[config.mk]
export PLATFORM = sky130hd
export DESIGN_NAME = fwc_window
export DESIGN_NICKNAME = d
export VERILOG_FILES = /design/src/rtl/fwc_window.sv
export SDC_FILE = /design/constraint.sdc
export NUM_CORES = 1
export LEC_CHECK = 0
export BUFFER_PORTS_ARGS = -buffer_cell sky130_fd_sc_hd__buf_2
export CORE_MARGIN = 5
export CORE_UTILIZATION = 60
export DETAILED_ROUTE_END_ITERATION = 10
export MAX_ROUTING_LAYER = met4
export PLACE_DENSITY = 0.82
export SLEW_MARGIN = 5
export SYNTH_ARGS = -nofsm -noshare
export SYNTH_HDL_FRONTEND = slang
export SYNTH_SLANG_ARGS = --single-unit
[constraint.sdc]
create_clock -name clk -period 6.8 [get_ports clk]
set_clock_uncertainty 0.1 [all_clocks]
set_input_delay 0.34 -clock clk [delete_from_list [all_inputs] [get_ports clk]]
set_output_delay 0.34 -clock clk [all_outputs]
set_load 0.01 [all_outputs]
[src/rtl/fwc_window.sv]
`timescale 1ns/1ps
module fwc_window #(
  parameter int CNT_W   = 15,
  parameter int WIN_LEN = 32
) (
  input  logic             clk,
  input  logic             rst,
  input  logic             clr,
  input  logic             ref_lvl,
  input  logic [CNT_W-1:0] cnt_gray,
  output logic             eval,
  output logic [CNT_W-1:0] meas
);
  localparam int WC_W = (WIN_LEN > 1) ? $clog2(WIN_LEN) : 1;
  localparam logic [WC_W-1:0] WC_LAST = WC_W'(WIN_LEN - 1);

  logic             ref_d_q, ref_edge;
  logic [CNT_W-1:0] bin_c, bin_q, start_q, meas_q;
  logic [WC_W-1:0]  win_q;
  logic             primed_q, eval_q;

  always_comb begin
    for (int i = 0; i < CNT_W; i++) bin_c[i] = ^(cnt_gray >> i);
  end

  assign ref_edge = ref_lvl & ~ref_d_q;

  always_ff @(posedge clk) begin
    if (rst) begin
      ref_d_q <= 1'b0;
      bin_q   <= '0;
    end else begin
      ref_d_q <= ref_lvl;
      bin_q   <= bin_c;
    end
  end

  always_ff @(posedge clk) begin
    if (rst || clr) begin
      primed_q <= 1'b0;
      win_q    <= '0;
      start_q  <= '0;
      meas_q   <= '0;
      eval_q   <= 1'b0;
    end else begin
      eval_q <= 1'b0;
      if (ref_edge) begin
        if (!primed_q) begin
          primed_q <= 1'b1;
          start_q  <= bin_q;
          win_q    <= '0;
        end else if (win_q == WC_LAST) begin
          eval_q  <= 1'b1;
          meas_q  <= bin_q - start_q;
          start_q <= bin_q;
          win_q   <= '0;
        end else begin
          win_q <= win_q + WC_W'(1);
        end
      end
    end
  end

  assign eval = eval_q;
  assign meas = meas_q;

  AST_WIN_BOUND: assert property (@(posedge clk) disable iff (rst)
    win_q <= WC_LAST);
  AST_CLR_HALTS: assert property (@(posedge clk) disable iff (rst)
    clr |=> !eval_q);
  AST_EVAL_NEEDS_PRIME: assert property (@(posedge clk) disable iff (rst)
    eval_q |-> primed_q);
endmodule

* Word-level counts from Yosys, hierarchy flattened
Index checks and enable logic that the tools add are counted.
Cells by class: muxes and demuxes 5, bitwise gates (word level) 4, eq/ne operators 2, reduce and logical (&&, ||, !) cells 19, add/sub/neg operators 2
Operators with widths (count):
- $reduce_xor 15->1 | 15
- $mux 15 | 2
- $sub 15x15->15 | 1
- $mux 5 | 2
- $add 5x1->5 const B | 1
- $eq 5x5->1 const B | 1
- $not 1->1 | 3
- $reduce_and 3->1 | 1
- $reduce_or 3->1 | 1
- $ne 2x1->1 const B | 1
- $reduce_and 2->1 | 1
- $and 1x1->1 | 1
- $logic_or 1x1->1 | 1
- $mux 1 | 1
Word-level totals: word-level logic and storage cells 39, output and inout bits 16, input port bits 19, bits in registers 53

* Depth between registers and ports, before layout
word-level depth 4, mapped depth 12

* Worst setup path after synthesis
Ideal clock, no wire load.
path kind input to register, start point input port cnt_gray[14], end point register bin_q[0], path slack 4202 ps, arrival 2371 ps, buffers on the path 0, stages on the path 8, required time 6572 ps, cells stage by stage xnor3_2 > xnor3_2 > xnor2_4 > xnor3_1 > xor2_1 > xor2_1 > xor2_1 > nor2_1
Between the ends: word-level cells in the longest chain between the ends 1
Ends and longest elaborated chain:
- start, declared | RTL line 10 | input logic [CNT_W-1:0] cnt_gray,
- $reduce_xor 15->1 | RTL line 23 | for (int i = 0; i < CNT_W; i++) bin_c[i] = ^(cnt_gray >> i);
- end signal, assigned | RTL line 34 | bin_q <= bin_c;
- end, declared | RTL line 18 | logic [CNT_W-1:0] bin_c, bin_q, start_q, meas_q;
No other way between the ends. A chain may end at the register's enable or synchronous reset.

* Worst setup path after layout
start point register bin_q[0], end point register meas_q[12], in the netlist meas[12]
Between the ends: word-level cells in the longest chain between the ends 1
Ends and longest elaborated chain:
- $sub 15x15->15 | RTL line 54 | meas_q <= bin_q - start_q;
- end signal, assigned | RTL line 54
- end, declared | RTL line 18
No other way between the ends.

==> metrics <==
PostCTS Resize Cnt=0; Crit path arrival time=a little under 3 ns; global-route wire length before repair=about 9000 um; CTS tree=done; Pint=between 500 and 600 uW; largest net degree at the start of global routing=39; Post-CTS Setup Bufs=0; Top FF cell, synth=dfxtp_1; cells after synthesis=around 320; initial antenna violation count=0; die height=between 70 and 80 um; fmax=between 300 and 400 MHz; Pre-antenna DRT Iters=4; unique cell type count in the Yosys netlist=41; port bufs=34; crit path time final=roughly 2.9 ns; Avg WL per Cell=between 10 and 15 um; Skew-Pair Late Insertion Delay=approximately 0.3 ns; Routed WL=between 5000 and 6000 um; peak supply drop=about 0.00014 V; H-Tree Level Count=2; Area growth syn-to-layout=10.1%; final number of hold-violating endpoints=0; crit path launch type=flop; drt drc=0; Psw=roughly 280 uW; Setup TNS=0 ns; Vias/cell=between 5 and 6; via count of the first global-routing pass=roughly 2k; Root Buffer=clkbuf_8; starting DRC count in detailed routing=between 150 and 200; Leakage=roughly 1.2 nW; worst-case clock buffer depth=2; Avg Inst Size Synth=roughly 8.3 um^2; Crit path required time=6.89 ns; row count=24; Worst-Margin Slew=roughly 1.0 ns; CORE AREA=0.00435 mm^2; switching share of power=between 30 and 40%; dpl hpwl=approximately 3900 um; number of diodes=0; Worst R2R Setup Slack=slightly below 4 ns; die extent in x=about 77 um; sequential power share=43.0%; post-synthesis xor/xnor area fraction=10.8%; gp weighted congestion=about 0.94; CP Max Fanout=4; Adder-Cell Fraction of Synth Area=slightly above 8%; share of cells above drive strength 1=between 10% and 20%; hold_buf cts=0; Pins Over Slew Limit=0; post-route clock period utilization=roughly 42%; Pwr Density=between 200 and 300 mW/mm^2; GRT overflow=0; EDFF count, synth=0; Crit Path Category=reg2reg; Finished Cell Area=0.00296 mm^2; combinational power share=36.3%; starting density of the core=between 60% and 70%; largest family of logic cells by synthesized area=simple AND/OR/NAND/NOR gates; dpl cell area=roughly 0.0029 mm^2; Synth Area in Compound Gates=between 10% and 20%; mux share of post-synthesis cell area=less than 1%; MaxCap Viol Count=0; Netlist Area Pre-Place=roughly 0.0027 mm^2; Simple-Gate Fraction of Synth Area=around a fifth; status=finished clean; I/O Pins=35; routed via count=2186; CTS Buf Count=5; asr flop ratio synth=0%; HP Class=in2reg; Syn Nets=360; register area share after synthesis=39.5%; Worst-path clk slew=about 0.090 ns; FF+latch count, synth=53; DRT antenna net count=0; CTS Sinks=53; die area=0.00592 mm^2; clock power share=a little over 20%; Nets=between 300 and 400; Finish-stage setup viols=0; GRT Total Usage=a little under a fifth; RSZ-0062 raised after global routing=no; Slew HR=about a third; Syn. warnings=0; endpoint class of the critical path=flop
path summary, 6_finish.rpt:
path | startpoint | endpoint | depth (start not counted)
setup / recovery | bin_q[0] | meas[12] | 12
hold / removal | ref_lvl | ref_d_q | 2
setup reg to reg | bin_q[0] | meas[12] | 12
hold reg to reg | meas[8] | meas[8] | 2
layer usage:
layer | global-route usage (%) | part of all wire (%)
met1 | 24.2 | 49
met2 | 29.5 | 45
met3 | 3.75 | 5.1
met4 | 5.42 | 0.95
met5 | - | 0
power by group through the flow:
| stage | logic (mW) | registers, mW | clock network [mW] |
|---|---|---|---|
| detailed placement | 0.296 | 0.360 | 0 |
| CTS | 0.298 | 0.353 | 0.174 |
| global placement | 0.292 | 0.358 | 0 |
| floorplan | 0.241 | 0.354 | 0 |
| global route | 0.338 | 0.356 | 0.185 |
| finish | 0.298 | 0.353 | 0.169 |
synthesized netlist by cell type (2+ instances only):
| cell | instances | area, um^2 |
|---|---|---|
| and3_1 | 6 | 37.5 |
| nor2b_1 | 7 | 43.8 |
| xnor3_2 | 2 | 47.6 |
| buf_1 | 3 | 11.3 |
| inv_1 | 20 | 75.1 |
| a211oi_1 | 6 | 45.0 |
| nand3_1 | 11 | 55.1 |
| dfxtp_1 | 53 | 1060 |
| nor3_1 | 4 | 20.0 |
| clkbuf_1 | 10 | 37.5 |
| o21bai_1 | 3 | 22.5 |
| xnor2_1 | 12 | 105 |
| o21ai_0 | 5 | 25.0 |
| ha_1 | 16 | 200 |
| o311ai_0 | 2 | 17.5 |
| nand3b_1 | 2 | 15.0 |
| o31ai_1 | 2 | 15.0 |
| nor2_1 | 33 | 124 |
| nand2_1 | 55 | 206 |
| a21oi_1 | 33 | 165 |
| a21o_1 | 7 | 52.6 |
| xor2_1 | 10 | 87.6 |
| nand2b_1 | 3 | 18.8 |
| o21a_1 | 2 | 15.0 |
logic make-up (layout without fill, tap and decap cells):
| group | Yosys count | after routing |
|---|---|---|
| simple gates | 126 | 126 |
| xor+xnor | 26 | 26 |
| compound gates | 68 | 68 |
| fa+ha+maj | 17 | 17 |
| flops | 53 | 53 |
| buf+inv | 33 | 62 |
| mux | 1 | 1 |
per-stage QoR:
step	util, %	hold slack (ns)	instances	worst slack, ns	power, mW
4_1_cts	67.9	0.168	405	3.93	0.825
6_report	67.9	0.166	405	3.94	0.819
3_3_place_gp	66.0	0.336	397	4.00	0.651
5_1_grt	67.9	0.179	405	3.71	0.879
3_5_place_dp	66.0	0.343	397	3.94	0.656
2_1_floorplan	-	0.332	324	4.20	0.596
cells in the final DEF, fill, tap and decap left out, types with 7 or more instances in the layout:
cell type  instances
nand2_1           55
dfxtp_1           53
buf_2             34
a21oi_1           33
nor2_1            33
inv_1             20
ha_1              16
xnor2_1           12
nand3_1           11
xor2_1            10
nor2b_1            7
a21o_1             7
state kept, by name, summed over array words and instances (netlist names):
register,count
ref_d_q,1
start_q,15
meas,15
win_q,5
eval,1
primed_q,1
bin_q,15
layout make-up:
type | instances | area (um^2)
Sequential cell | 53 | 1060
Fill cell | 378 | 1400
Inverter | 20 | 75.1
Clock buffer | 7 | 76.3
Multi-Input combinational cell | 238 | 1500
Tap cell | 52 | 65.1
Timing Repair Buffer | 34 | 170
Clock inverter | 1 | 7.51
critical path, cell delays in order, from the launching register on:
cell and delay, ns:
dfxtp_1 0.32, inv_1 0.05, ha_1 0.16, inv_1 0.05, fa_1 0.39, a21o_1 0.18
a21oi_1 0.21, o21bai_1 0.09, a21oi_1 0.34, o21ai_0 0.19, a221oi_1 0.35, nor4_1 0.08
a211o_1 0.25
Note: power is estimated with default switching activity, not from simulation.
